## src/rtl/mgmt_guard_pkg.sv

```systemverilog
package mgmt_guard_pkg;
  typedef enum logic [1:0] {
    ROUTE_PROT  = 2'd0,
    ROUTE_FWD   = 2'd1,
    ROUTE_REDIR = 2'd2
  } route_e;

  typedef struct packed {
    logic open;
    logic close;
    logic lock;
    logic enable;
  } guard_ctl_t;

  localparam logic [1:0] SEL_CTL  = 2'd0;
  localparam logic [1:0] SEL_BASE = 2'd1;
  localparam logic [1:0] SEL_SIZE = 2'd2;
  localparam logic [1:0] SEL_ERR  = 2'd3;
endpackage

```

## src/rtl/mgmt_guard_cfg.sv

```systemverilog
module mgmt_guard_cfg
  import mgmt_guard_pkg::*;
#(
  parameter int ADDR_W = 32
) (
  input  logic              clk,
  input  logic              rst,
  input  logic              cfg_wr,
  input  logic [1:0]        cfg_sel,
  input  logic [ADDR_W-1:0] cfg_wdata,
  input  logic              err_set,
  output guard_ctl_t        ctl,
  output logic [ADDR_W-1:0] rgn_base,
  output logic [ADDR_W-1:0] rgn_size,
  output logic              pgt_err
);
  always_ff @(posedge clk) begin
    if (rst) begin
      ctl      <= '0;
      rgn_base <= '0;
      rgn_size <= '0;
    end else if (cfg_wr) begin
      case (cfg_sel)
        SEL_CTL: begin
          ctl.enable <= cfg_wdata[0];
          ctl.lock   <= ctl.lock | cfg_wdata[1];
          ctl.close  <= cfg_wdata[2];
          if (!ctl.lock) ctl.open <= cfg_wdata[3];
        end
        SEL_BASE: rgn_base <= cfg_wdata;
        SEL_SIZE: rgn_size <= cfg_wdata;
        default: ;
      endcase
    end
  end

  always_ff @(posedge clk) begin
    if (rst)
      pgt_err <= 1'b0;
    else if (err_set)
      pgt_err <= 1'b1;
    else if (cfg_wr && cfg_sel == SEL_ERR && cfg_wdata[0])
      pgt_err <= 1'b0;
  end
endmodule

```

## src/rtl/mgmt_guard_region.sv

```systemverilog
module mgmt_guard_region #(
  parameter int ADDR_W = 32
) (
  input  logic              enable,
  input  logic [ADDR_W-1:0] addr,
  input  logic [ADDR_W-1:0] base,
  input  logic [ADDR_W-1:0] size,
  output logic              hit
);
  localparam int WIDE_W = ADDR_W + 1;
  logic [WIDE_W-1:0] limit;
  logic              above_base;
  logic              below_limit;

  always_comb begin
    limit       = {1'b0, base} + {1'b0, size};
    above_base  = addr >= base;
    below_limit = {1'b0, addr} < limit;
    hit         = enable && above_base && below_limit;
  end
endmodule

```

## src/rtl/mgmt_guard_policy.sv

```systemverilog
module mgmt_guard_policy
  import mgmt_guard_pkg::*;
#(
  parameter int              ADDR_W     = 32,
  parameter int              BE_W       = 8,
  parameter logic [ADDR_W-1:0] REDIR_ADDR = 'h000C0000
) (
  input  logic              hit,
  input  logic              from_io,
  input  logic              xlat,
  input  logic              write,
  input  logic              wb,
  input  logic              code,
  input  logic              mgmt_mode,
  input  guard_ctl_t        ctl,
  input  logic [ADDR_W-1:0] addr_i,
  input  logic [BE_W-1:0]   be_i,
  output route_e            route,
  output logic [ADDR_W-1:0] addr_o,
  output logic [BE_W-1:0]   be_o,
  output logic              invalid,
  output logic              xlat_block
);
  logic open_eff;
  logic close_data;

  always_comb begin
    open_eff   = ctl.open && !ctl.lock;
    close_data = mgmt_mode && ctl.close && !code;
    route      = ROUTE_FWD;
    addr_o     = addr_i;
    be_o       = be_i;
    invalid    = 1'b0;
    xlat_block = 1'b0;
    if (hit) begin
      if (xlat) begin
        route      = ROUTE_REDIR;
        addr_o     = REDIR_ADDR;
        xlat_block = 1'b1;
        if (write) be_o = '0;
      end else if (from_io) begin
        route = ROUTE_FWD;
      end else if (wb) begin
        route = ROUTE_PROT;
      end else if (close_data) begin
        route   = ROUTE_FWD;
        invalid = open_eff;
      end else if (mgmt_mode || open_eff) begin
        route = ROUTE_PROT;
      end
    end
  end
endmodule

```

## src/rtl/mgmt_guard.sv

```systemverilog
module mgmt_guard
  import mgmt_guard_pkg::*;
#(
  parameter int              ADDR_W     = 32,
  parameter int              BE_W       = 8,
  parameter logic [ADDR_W-1:0] REDIR_ADDR = 'h000C0000
) (
  input  logic              clk,
  input  logic              rst,
  input  logic              cfg_wr,
  input  logic [1:0]        cfg_sel,
  input  logic [ADDR_W-1:0] cfg_wdata,
  input  logic              req_valid,
  input  logic              req_from_io,
  input  logic [ADDR_W-1:0] req_addr,
  input  logic              req_write,
  input  logic              req_wb,
  input  logic              req_code,
  input  logic              req_xlat,
  input  logic [BE_W-1:0]   req_be,
  input  logic              cpu_mgmt_mode,
  output logic              out_valid,
  output logic [1:0]        out_route,
  output logic [ADDR_W-1:0] out_addr,
  output logic [BE_W-1:0]   out_be,
  output logic              out_invalid,
  output logic              pgt_err
);
  guard_ctl_t        ctl;
  logic [ADDR_W-1:0] rgn_base;
  logic [ADDR_W-1:0] rgn_size;
  logic              rgn_hit;
  route_e            nxt_route;
  logic [ADDR_W-1:0] nxt_addr;
  logic [BE_W-1:0]   nxt_be;
  logic              nxt_invalid;
  logic              nxt_block;
  logic              err_set;

  assign err_set = req_valid && nxt_block;

  mgmt_guard_cfg #(.ADDR_W(ADDR_W)) u_cfg (
    .clk      (clk),
    .rst      (rst),
    .cfg_wr   (cfg_wr),
    .cfg_sel  (cfg_sel),
    .cfg_wdata(cfg_wdata),
    .err_set  (err_set),
    .ctl      (ctl),
    .rgn_base (rgn_base),
    .rgn_size (rgn_size),
    .pgt_err  (pgt_err)
  );

  mgmt_guard_region #(.ADDR_W(ADDR_W)) u_region (
    .enable(ctl.enable),
    .addr  (req_addr),
    .base  (rgn_base),
    .size  (rgn_size),
    .hit   (rgn_hit)
  );

  mgmt_guard_policy #(
    .ADDR_W    (ADDR_W),
    .BE_W      (BE_W),
    .REDIR_ADDR(REDIR_ADDR)
  ) u_policy (
    .hit       (rgn_hit),
    .from_io   (req_from_io),
    .xlat      (req_xlat),
    .write     (req_write),
    .wb        (req_wb),
    .code      (req_code),
    .mgmt_mode (cpu_mgmt_mode),
    .ctl       (ctl),
    .addr_i    (req_addr),
    .be_i      (req_be),
    .route     (nxt_route),
    .addr_o    (nxt_addr),
    .be_o      (nxt_be),
    .invalid   (nxt_invalid),
    .xlat_block(nxt_block)
  );

  always_ff @(posedge clk) begin
    if (rst) begin
      out_valid   <= 1'b0;
      out_route   <= ROUTE_FWD;
      out_addr    <= '0;
      out_be      <= '0;
      out_invalid <= 1'b0;
    end else begin
      out_valid   <= req_valid;
      out_invalid <= req_valid && nxt_invalid;
      if (req_valid) begin
        out_route <= nxt_route;
        out_addr  <= nxt_addr;
        out_be    <= nxt_be;
      end
    end
  end
endmodule

```

## config.mk

```make
export PLATFORM = sky130hd
export DESIGN_NAME = mgmt_guard
export DESIGN_NICKNAME = d
export VERILOG_FILES = /design/src/rtl/mgmt_guard_pkg.sv /design/src/rtl/mgmt_guard_cfg.sv /design/src/rtl/mgmt_guard_region.sv /design/src/rtl/mgmt_guard_policy.sv /design/src/rtl/mgmt_guard.sv
export SDC_FILE = /design/constraint.sdc
export NUM_CORES = 1
export LEC_CHECK = 0
export BUFFER_PORTS_ARGS = -buffer_cell sky130_fd_sc_hd__clkbuf_2
export CAP_MARGIN = 20
export CORE_AREA = 4 4 139 141
export CTS_CLUSTER_DIAMETER = 40
export DETAILED_ROUTE_END_ITERATION = 10
export DIE_AREA = 0 0 143 145
export GPL_TIMING_DRIVEN = 0
export PLACE_DENSITY = 0.69
export SLEW_MARGIN = 5
export SYNTH_ARGS = -nofsm -noshare
export SYNTH_HDL_FRONTEND = slang
export SYNTH_SLANG_ARGS = --single-unit
```

## constraint.sdc

```tcl
create_clock -name clk -period 8.5 [get_ports clk]
set_input_delay 2.55 -clock clk [delete_from_list [all_inputs] [get_ports clk]]
set_output_delay 2.55 -clock clk [all_outputs]
set_load 0.03 [all_outputs]
```

==> impl_metrics.yaml <==
pwr:
  ir_drop_mv: 0.135
  power_density_nw_per_um2: 184
  p_clk_share_pct: 50.0
  power_mw: 1.60
  sw_frac_of_total_pct: 26.0
  p_switching_uw: 415
  leakagePower_nw: 3.78
  intPower_mw: 1.18
  pwr-share-seq_pct: 35.5
  pwr-share-comb_pct: 14.4
sta:
  tightest_slew_ns: 0.763
  period_needed_ns: 5.16
  skew_ns: 0.0116
  fin_setup_tns_ns: 0
  hold_viol_final: 0
  relSlewSlack_pct: 49.1
  fin_crit_sh_pct: 60.7
  fmax_mhz: 194
  final-max-slew-violation-count: 0
  finalSetupViolCount: 0
  rsz0062_at_grt: "false"
synth:
  synth_enable_flop_cells: 0
  yosysTopAreaCell: "dfxtp_1"
  ys_seq_area_share_pct: 31.9
  syn_inst: 904
  syn-cell-area_um2: 7090
  async_flop_share_pct: 0
  syn-num-nets: 1084
  synth-main-ff-cell: "dfxtp_1"
  synth_cell_types: 62
  synth_commonest_cells: "nand2_1, a21oi_1, dfxtp_1"
  synth_area_leaders: "dfxtp_1, ha_1, nand2_1, a21oi_1, o21ai_0"
  synth.most_common_cell: "nand2_1"
  ys_warn_count: 0
  syn_avg_cell_area_um2: 7.84
  ys_ff_latch: 113
  yosysTopAreaCellShare_pct: 31.9
worst_setup_path:
  worst_setup_path_start_kind: "flip-flop"
  critPathArrivalTime_ns: 5.45
  r2r-end: "out_addr[13]"
  crit_fanout: 10
  critPathKind: "reg2reg"
  reg2reg_slack_ns: 3.34
  endpoint_kind: "flip-flop"
  reg2reg_depth: 19
  reg2reg_from: "u_cfg.rgn_base[0]"
  required_ns: 8.80
floorplan:
  top_level_ports: 129
  start_util_pct: 39.5
  num_rows: 49
  die_w_um: 143
  fp.dieArea_um2: 20700
  fp.dieH_um: 145
  coreArea_um2: 18000
routing:
  avgViaCountPerCell: 5.22
  vias: 6749
  drt_iter0_markers: 445
  drc: 0
  firstDrtPassIters: 7
  routedWlPerCell_um: 15.7
  drtAntennaViolNets: 0
  drt-total-wl_um: 20300
final_layout:
  drive_above_1_share_pct: 16.9
  final_cell_area_um2: 8670
  area_growth_pct: 22.3
  instances_no_fill: 1293
  fin_nets: 1231
  fillers: 1762
  diodes: 0
outcome:
  status: "complete, no violations"
grt:
  grt_usage_pct: 19.4
  grt_pass1_wl_um: 32400
  antenna_found_initial: 0
  grt_pass1_vias: 6371
  overflow: 0
  grt_max_degree: 17
clock_network:
  post_cts.repair.setup_buffers: 0
  clock_path_buffers: 2
  cts_tree: "yes"
  cts_buffers: 17
  ctsResizeCount: 0
  cts_root_buf: "clkbuf_16"
  clock-sinks: 113
  clock_latency_ns: 0.43
  hold_buffers: 0
  clk_pin_slew_ns: 0.05
  htree_levels: 4
placement:
  gp_congestion: 0.893
  dpl_cell_area_um2: 8010
  hpwl_um: 15900
  io_buffers: 128
  dp_cells: 1261
hold_path:
  worstHoldPathCells: 2
  min_to: "out_addr[2]"
  min-delay-path-class: "reg2reg"
  worstHoldStart: "out_addr[2]"
run:
  max_cap_viol_count: 0
## critical path: stages (launching register included)
cell and delay, ns:
dfxtp_1 0.34, ha_1 0.25, fa_1 0.42, a21oi_1 0.26, o211a_1 0.22, nor3_1 0.09, o311ai_1 0.39, a31oi_2 0.21
a21o_2 0.25, a21oi_1 0.16, xor2_1 0.17, ha_1 0.26, a21o_1 0.16, a211o_1 0.31, a211oi_1 0.26, o221a_2 0.22
o31ai_1 0.12, a311oi_4 0.62, buf_6 0.24, o21ai_0 0.10
## cell usage in the layout, fill, tap and decap left out, types with 5 or more instances in the layout
cell type  instances
nand3_1            7
clkbuf_16         17
a211oi_1           6
buf_6              5
nand2b_1           7
bufinv_16          5
o21a_1             5
xnor2_1           10
o21ai_0           47
a31oi_1           12
ha_1              95
a21o_1            27
inv_1             43
and3_1            13
nand4_1           11
nor3_1            11
o21ai_1            9
xor2_1            16
o31ai_1           11
nor2b_1            6
dfxtp_1          113
nor2_1            29
nand2_1          219
clkbuf_1          29
clkbuf_2         128
a21oi_1          116
## how the worst max path moves through the flow
| stage | start | to | slack, ns | cells after the start |
|---|---|---|---|---|
| 2_1_floorplan | req_addr[30] | out_be[5] | 3.91 | 9 |
| 3_3_place_gp | req_addr[5] | out_addr[13] | 3.31 | 11 |
| 3_5_place_dp | req_addr[5] | out_addr[13] | 3.32 | 11 |
| 4_1_cts | u_cfg.rgn_base[0] | out_addr[13] | 3.34 | 19 |
| 5_1_grt | u_cfg.rgn_base[0] | out_addr[13] | 3.03 | 19 |
| 6_report | u_cfg.rgn_base[0] | out_addr[13] | 3.34 | 19 |
## final cells by class
type	instances	area, um2	share of cell area (%)
timing repair buffer	128	641	7.39
clock buffer	22	474	5.47
clock inverter	10	180	2.08
buffer	36	179	2.06
tap	229	287	3.31
sequential	113	2260	26.1
multi-input combinational	712	4480	51.7
inverter	43	161	1.86
## through the flow
stage | hold WS (ns) | util (%) | setup WS [ns]
final | 0.439 | 48.3 | 3.34
after CTS | 0.445 | 48.3 | 3.34
after global routing | 0.464 | 48.3 | 3.03
after detailed placement | 0.437 | 44.6 | 3.32
after global placement | 0.431 | 44.6 | 3.31
after floorplan | 0.440 | - | 3.91
## registers in the layout, summed over array words and instances (netlist names)
name / flops
out_addr: 32
u_cfg.rgn_base: 32
u_cfg.rgn_size: 32
out_be: 8
u_cfg.ctl: 4
out_route: 2
out_invalid: 1
out_valid: 1
u_cfg.pgt_err: 1
## cell families after synthesis
family / after synthesis / synth area share [%]
muxes: 3 / 0.424
and+or+nand+nor: 322 / 19.7
AOI/OAI and AO/OA: 265 / 22.9
adders and majority gates: 96 / 17.1
buffers and inverters: 79 / 4.80
xor gates and xnor gates: 26 / 3.21
DFF: 113 / 31.9
## power groups by stage
stage	Sequential, mW	Combinational (mW)	Clock [mW]
2_1_floorplan	0.601	0.123	0
3_3_place_gp	0.578	0.225	0
3_5_place_dp	0.579	0.228	0
4_1_cts	0.568	0.231	0.815
5_1_grt	0.570	0.258	0.834
6_report	0.568	0.231	0.799
## metal layers
layer  vias to the layer above  global-route usage [%]  wire (um)
li1                       3453                       -          -
met1                      3061                    25.8       9440
met2                       198                    30.4       9030
met3                        37                    4.94       1290
met4                         0                    6.75        524
met5                         -                       0          0
Power figures use the tool's default switching activity.
